`config.mk`:
```
export PLATFORM = sky130hd
export DESIGN_NAME = mlspi_engine
export DESIGN_NICKNAME = d
export VERILOG_FILES = /design/src/rtl/mlspi_pkg.sv /design/src/rtl/mlspi_divider.sv /design/src/rtl/mlspi_lane_io.sv /design/src/rtl/mlspi_datapath.sv /design/src/rtl/mlspi_engine.sv
export SDC_FILE = /design/constraint.sdc
export NUM_CORES = 1
export LEC_CHECK = 0
export BUFFER_PORTS_ARGS = -buffer_cell sky130_fd_sc_hd__buf_2
export CORE_MARGIN = 3
export CORE_UTILIZATION = 50
export DETAILED_ROUTE_END_ITERATION = 16
export PLACE_DENSITY_LB_ADDON = 0.15
export REMOVE_ABC_BUFFERS = 1
export SYNTH_ARGS = -nofsm -noshare
export SYNTH_HDL_FRONTEND = slang
export SYNTH_HIERARCHICAL = 1
export SYNTH_SLANG_ARGS = --single-unit
export TNS_END_PERCENT = 30
```
`constraint.sdc`:
```
create_clock -name clk -period 4.34 [get_ports clk]
set_input_delay 0.651 -clock clk [delete_from_list [all_inputs] [get_ports clk]]
set_output_delay 0.651 -clock clk [all_outputs]
set_load 0.02 [all_outputs]
```
`src/rtl/mlspi_pkg.sv`:
```
package mlspi_pkg;

   typedef enum logic [1:0] {
      ST_IDLE  = 2'd0,
      ST_SHIFT = 2'd1,
      ST_DONE  = 2'd2
   } eng_state_e;

   // log2 of the number of active lanes; codes 2 and 3 both mean four lanes
   function automatic logic [1:0] lane_log2(input logic [1:0] code);
      case (code)
         2'd0:    lane_log2 = 2'd0;
         2'd1:    lane_log2 = 2'd1;
         default: lane_log2 = 2'd2;
      endcase
   endfunction

endpackage

```
`src/rtl/mlspi_divider.sv`:
```
module mlspi_divider #(
   parameter int DIV_W = 8
) (
   input  logic             clk,
   input  logic             rst_n,
   input  logic             run,
   input  logic [DIV_W-1:0] div,
   output logic             tick
);

   logic [DIV_W-1:0] cnt_q;

   assign tick = run && (cnt_q == div);

   always_ff @(posedge clk or negedge rst_n) begin
      if (!rst_n) begin
         cnt_q <= '0;
      end else if (!run || tick) begin
         cnt_q <= '0;
      end else begin
         cnt_q <= cnt_q + 1'b1;
      end
   end

endmodule

```
`src/rtl/mlspi_lane_io.sv`:
```
module mlspi_lane_io (
   input  logic       active,
   input  logic [1:0] lane_sh,
   input  logic       lsb_q,
   input  logic [3:0] hi4,
   input  logic [3:0] lo4,
   input  logic [3:0] sd_in,
   output logic [3:0] sd_out,
   output logic [3:0] sd_oe,
   output logic [3:0] din_m
);

   logic [2:0] lane_n;
   logic [3:0] lane_on;
   logic [3:0] grp;

   assign lane_n = 3'd1 << lane_sh;

   always_comb begin
      case (lane_sh)
         2'd0:    grp = {3'b000, lsb_q ? lo4[0]   : hi4[3]};
         2'd1:    grp = {2'b00,  lsb_q ? lo4[1:0] : hi4[3:2]};
         default: grp = lsb_q ? lo4 : hi4;
      endcase
   end

   for (genvar l = 0; l < 4; l++) begin : g_lane
      assign lane_on[l] = (lane_n > 3'(l));
      assign sd_oe[l]   = active & lane_on[l];
      assign sd_out[l]  = active & lane_on[l] & grp[l];
      assign din_m[l]   = sd_in[l] & lane_on[l];
   end

endmodule

```
`src/rtl/mlspi_datapath.sv`:
```
module mlspi_datapath #(
   parameter int DATA_W = 32,
   localparam int LEN_W = $clog2(DATA_W / 4),
   localparam int CNT_W = $clog2(DATA_W + 1)
) (
   input  logic              clk,
   input  logic              rst_n,
   input  logic              load,
   input  logic [DATA_W-1:0] tx_word,
   input  logic [LEN_W-1:0]  len_code,
   input  logic              lsb_first,
   input  logic [LEN_W-1:0]  len_q,
   input  logic              lsb_q,
   input  logic [1:0]        lane_sh,
   input  logic              sample,
   input  logic              shift_out,
   input  logic              finish,
   input  logic [3:0]        din_m,
   output logic [3:0]        hi4,
   output logic [3:0]        lo4,
   output logic [DATA_W-1:0] rx_word
);

   logic [DATA_W-1:0] tx_sr, rx_sr, din_ext, len_mask;
   logic [CNT_W-1:0]  bits_ld, bits_q, pad_ld, pad_q, top_sh;
   logic [2:0]        lane_n;

   assign lane_n   = 3'd1 << lane_sh;
   assign bits_ld  = CNT_W'((32'(len_code) + 32'd1) * 32'd4);
   assign bits_q   = CNT_W'((32'(len_q) + 32'd1) * 32'd4);
   assign pad_ld   = CNT_W'(DATA_W) - bits_ld;
   assign pad_q    = CNT_W'(DATA_W) - bits_q;
   assign top_sh   = CNT_W'(DATA_W) - CNT_W'(lane_n);
   assign len_mask = {DATA_W{1'b1}} >> pad_ld;
   assign din_ext  = DATA_W'(din_m);
   assign hi4      = tx_sr[DATA_W-1 -: 4];
   assign lo4      = tx_sr[3:0];

   always_ff @(posedge clk or negedge rst_n) begin
      if (!rst_n) begin
         tx_sr   <= '0;
         rx_sr   <= '0;
         rx_word <= '0;
      end else if (load) begin
         tx_sr <= lsb_first ? (tx_word & len_mask) : (tx_word << pad_ld);
         rx_sr <= '0;
      end else begin
         if (shift_out) begin
            tx_sr <= lsb_q ? (tx_sr >> lane_n) : (tx_sr << lane_n);
         end
         if (sample) begin
            rx_sr <= lsb_q ? ((rx_sr >> lane_n) | (din_ext << top_sh))
                           : ((rx_sr << lane_n) | din_ext);
         end
         if (finish) begin
            rx_word <= lsb_q ? (rx_sr >> pad_q) : rx_sr;
         end
      end
   end

endmodule

```
`src/rtl/mlspi_engine.sv`:
```
module mlspi_engine
   import mlspi_pkg::*;
#(
   parameter int DATA_W = 32,
   parameter int NUM_CS = 4,
   parameter int DIV_W  = 8,
   localparam int LEN_W = $clog2(DATA_W / 4),
   localparam int CS_W  = (NUM_CS > 1) ? $clog2(NUM_CS) : 1,
   localparam int CNT_W = $clog2(DATA_W + 1)
) (
   input  logic              clk,
   input  logic              rst_n,
   input  logic              start,
   input  logic [DATA_W-1:0] tx_word,
   input  logic [LEN_W-1:0]  len_code,
   input  logic [1:0]        lane_mode,
   input  logic              lsb_first,
   input  logic [CS_W-1:0]   cs_sel,
   input  logic [DIV_W-1:0]  clk_div,
   output logic              busy,
   output logic              done,
   output logic [DATA_W-1:0] rx_word,
   output logic              sclk,
   output logic [NUM_CS-1:0] cs_n,
   output logic [3:0]        sd_out,
   output logic [3:0]        sd_oe,
   input  logic [3:0]        sd_in
);

   if (DATA_W % 4 != 0 || (4 << LEN_W) != DATA_W) begin : g_bad_width
      $error("mlspi_engine: DATA_W must be 4 times a power of two");
   end
   if (NUM_CS < 1) begin : g_bad_cs
      $error("mlspi_engine: NUM_CS must be at least 1");
   end
   if (DIV_W < 1) begin : g_bad_div
      $error("mlspi_engine: DIV_W must be at least 1");
   end

   eng_state_e        state_q;
   logic              sclk_q, lsb_q, tick, active, accept;
   logic              sample, fall, shift_out, finish;
   logic [1:0]        lane_q;
   logic [LEN_W-1:0]  len_q;
   logic [CS_W-1:0]   cs_q;
   logic [DIV_W-1:0]  div_q;
   logic [CNT_W-1:0]  cyc_left, cyc_init, bits_in;
   logic [3:0]        hi4, lo4, din_m;

   assign active    = (state_q == ST_SHIFT);
   assign accept    = (state_q == ST_IDLE) && start;
   assign sample    = active && tick && !sclk_q;
   assign fall      = active && tick && sclk_q;
   assign shift_out = fall && (cyc_left != CNT_W'(1));
   assign finish    = fall && (cyc_left == CNT_W'(1));
   assign bits_in   = CNT_W'((32'(len_code) + 32'd1) * 32'd4);
   assign cyc_init  = bits_in >> lane_log2(lane_mode);

   assign busy = (state_q != ST_IDLE);
   assign done = (state_q == ST_DONE);
   assign sclk = sclk_q;

   for (genvar c = 0; c < NUM_CS; c++) begin : g_cs
      assign cs_n[c] = !(active && (cs_q == CS_W'(c)));
   end

   always_ff @(posedge clk or negedge rst_n) begin
      if (!rst_n) begin
         state_q  <= ST_IDLE;
         sclk_q   <= 1'b0;
         lane_q   <= '0;
         len_q    <= '0;
         lsb_q    <= 1'b0;
         cs_q     <= '0;
         div_q    <= '0;
         cyc_left <= '0;
      end else begin
         case (state_q)
            ST_IDLE: begin
               sclk_q <= 1'b0;
               if (start) begin
                  state_q  <= ST_SHIFT;
                  lane_q   <= lane_mode;
                  len_q    <= len_code;
                  lsb_q    <= lsb_first;
                  cs_q     <= cs_sel;
                  div_q    <= clk_div;
                  cyc_left <= cyc_init;
               end
            end
            ST_SHIFT: begin
               if (tick) begin
                  sclk_q <= !sclk_q;
                  if (sclk_q) begin
                     if (cyc_left == CNT_W'(1)) begin
                        state_q <= ST_DONE;
                     end
                     cyc_left <= cyc_left - 1'b1;
                  end
               end
            end
            default: begin
               state_q <= ST_IDLE;
            end
         endcase
      end
   end

   mlspi_divider #(.DIV_W(DIV_W)) u_div (
      .clk   (clk),
      .rst_n (rst_n),
      .run   (active),
      .div   (div_q),
      .tick  (tick)
   );

   mlspi_datapath #(.DATA_W(DATA_W)) u_dp (
      .clk       (clk),
      .rst_n     (rst_n),
      .load      (accept),
      .tx_word   (tx_word),
      .len_code  (len_code),
      .lsb_first (lsb_first),
      .len_q     (len_q),
      .lsb_q     (lsb_q),
      .lane_sh   (lane_log2(lane_q)),
      .sample    (sample),
      .shift_out (shift_out),
      .finish    (finish),
      .din_m     (din_m),
      .hi4       (hi4),
      .lo4       (lo4),
      .rx_word   (rx_word)
   );

   mlspi_lane_io u_io (
      .active  (active),
      .lane_sh (lane_log2(lane_q)),
      .lsb_q   (lsb_q),
      .hi4     (hi4),
      .lo4     (lo4),
      .sd_in   (sd_in),
      .sd_out  (sd_out),
      .sd_oe   (sd_oe),
      .din_m   (din_m)
   );

endmodule

```
==> flow_summary.ini <==
[outcome]
status = finished, final reports clean

[cells_and_area]
stdcell_area_mm2 = 0.0133
drive_above_1_share_pct = 21.7
final_net_count = 1487
area_growth_pct = 7.86
final_common_cell = nand2_1
utilization_pct = 55.9
fillers = 2199
diodes = 0
layout_common_cells = nand2_1 (147), nor2_1 (128), dfrtp_1 (127)

[floorplanning]
die_h_um = 163
io_pins = 102
fp-row-count = 56
core_mm2 = 0.0239
floorplan.initialDensity_pct = 51.8
die_area_mm2 = 0.0267
dieWidth_um = 163

[cts]
cts_buffer_depth = 2
clkTransAtPathRegs_ps = 70
ctsResizeCount = 0
cts_tree = built
cts-root-buf = clkbuf_16
insertion_delay_ps = 440
cts_made_buffers = 17
holdBufCountCts = 0
clkSinkCount = 129
cts_setup_buffers = 0
htree_num_levels = 4

[synth]
syn_area_mm2 = 0.0124
async_reset_ff_share_pct = 100
yosysUniqueCellTypes = 93
syn_inst = 1421
yosysWarningCount = 6
ys_ff_latch = 129
synth_top_flop_cell = dfrtp_1
ys_seq_area_share_pct = 26.1
synth.avg_cell_area_um2 = 8.71
synth_edf_count = 0

[detailed_routing]
via_per_inst = 6.83
ant_nets = 0
routed_wl_um = 40800
wl_per_cell_um = 23.3
vias = 11900
firstDrtPassIters = 5
drt_iter0_markers = 1714
drc = 0

[worst_setup_path]
critPathLaunchType = register
crit_path_end_kind = register
cp_max_fo = 19
cp.arrival_ps = 3730
path_class = reg2reg
reg2reg_slack_ps = 910
ff2ff_path_depth = 12
cp.required_ps = 4640

[placed_design]
io_buffer_count = 101
gp_congestion = 0.952
dpl_cell_area_mm2 = 0.0127
hpwlAfterDp_um = 27500

[sta]
worst_slew_pin_slew_ps = 1120
finClkSkew_ps = 15.0
setup_tns_ps = 0
hold_viol_final = 0
layout_min_cycle_time_ps = 3430
fmax_mhz = 291
rsz0062_at_grt = false
drv_slew = 0
finalCritPeriodShare_pct = 79.1
slew_headroom_pct = 25.4
finalSetupViolations = 0

[power_and_ir_drop]
power_density_mw_per_mm2 = 526
p_leak_nw = 5.34
peakVddDrop_v = 0.000225

[global_route]
grt_usage_pct = 30.6
grt_pass1_vias = 11100
overflow = 0
grt_max_degree = 87
grt_pass1_wl_um = 64400
antenna_found_initial = 0

[run]
cap_viol_max_count = 0

[hold_path]
min_path_type = in2async
==> cell families after synthesis <==
family / count (synthesis) / synth area share [%]
buffers and inverters: 200 / 8.35
adder cells (fa/ha/maj): 15 / 1.52
XOR/XNOR: 14 / 1.17
flip-flops: 129 / 26.1
AO/OA/AOI/OAI: 444 / 24.1
multiplexers: 147 / 20.2
AND/OR/NAND/NOR: 472 / 18.5
==> report_power, final <==
part           internal [W]  total (W)  switching (W)
clock              0.000954    0.00156       0.000602
sequential          0.00153    0.00251       0.000976
combinational       0.00146    0.00295        0.00149
==> synthesized netlist by cell type, types with 5 or more instances <==
cell type	instances	area share, %
nand2_1	147	4.5
dfrtp_1	129	26
nor2_1	128	3.9
a21oi_1	114	4.6
mux4_2	73	13
o21ai_0	67	2.7
clkbuf_1	64	1.9
buf_2	48	1.9
a211oi_1	41	2.5
inv_1	36	1.1
a31oi_1	34	1.7
mux2_2	34	3.1
nor2b_1	32	1.6
mux2i_1	30	2.4
buf_4	28	1.7
nand2b_1	28	1.4
nand3_1	28	1.1
nor3_1	21	0.85
o211ai_1	20	1.2
and2_1	19	0.96
a221oi_1	17	1.2
o22ai_1	17	0.86
ha_1	15	1.5
o21ai_1	15	0.61
a32oi_1	14	0.99
a221o_1	12	0.97
buf_6	12	1.1
and3_1	11	0.56
a22oi_1	10	0.61
a311oi_1	10	0.71
a21o_1	8	0.49
o31ai_1	8	0.49
or3_1	8	0.40
xor2_1	8	0.57
a22o_1	7	0.50
nor4_1	7	0.35
nor3b_1	6	0.36
o22a_1	6	0.42
o32ai_1	6	0.42
buf_1	5	0.15
mux2_1	5	0.45
nand3b_1	5	0.30
or2_2	5	0.25
==> layer usage <==
layer | share of wire, % | GRT usage (%) | vias to the layer above
li1 | - | - | 5333
met1 | 41 | 42.2 | 5746
met2 | 46 | 47.8 | 736
met3 | 8.5 | 4.18 | 129
met4 | 4.4 | 14.3 | 0
met5 | 0 | 0 | -
==> final timing paths <==
check,from,endpoint
max in group asynchronous,rst_n,u_dp/tx_sr[19]
hold reg to reg,u_dp/rx_word[13],u_dp/rx_word[13]
min in group clk,clk_div[1],div_q[1]
hold / removal,rst_n,u_dp/rx_word[29]
setup reg to reg,state_q[1],u_dp/tx_sr[12]
setup / recovery,state_q[1],u_dp/tx_sr[12]
==> registers in the layout, indices dropped and copies added, names as in the netlist, 2 cells and up <==
register,cells
cs_q,2
u_dp/tx_sr,32
div_q,8
u_dp/rx_word,32
cyc_left,6
len_q,3
state_q,2
lane_q,2
u_dp/rx_sr,32
u_div/cnt_q,8
==> final cells by class <==
class / count / area (um^2) / share of cell area [%]
multi-input cells: 1092 / 8130 / 60.9
well taps: 319 / 399 / 2.99
flip-flops and latches: 129 / 3230 / 24.2
inverters: 41 / 154 / 1.15
repair buffers: 136 / 812 / 6.08
clock buffers: 21 / 470 / 3.52
clock inverters: 11 / 153 / 1.14
==> metrics by stage <==
stage          hold WS (ps)  setup slack [ps]  power [W]  std cells
6_report                301               906    0.00701       1749
5_1_grt                 365               739    0.00740       1749
4_1_cts                 334               957    0.00694       1749
3_5_place_dp            482              1020    0.00537       1717
3_3_place_gp            473              1100    0.00533       1717
2_1_floorplan           355             -8210    0.00438       1262
==> worst max-delay path, cell delays in order, from the launching register on <==
cell and delay [ps]:
dfrtp_1 470, nand2b_2 290, inv_1 320, and3_1 310
nand4b_1 220, a21oi_1 180, buf_4 280, clkinv_1 90
buf_4 210, nor2_1 310, o21ai_0 140, a221oi_1 380
a311oi_1 80
Power figures use the tool's default switching activity.
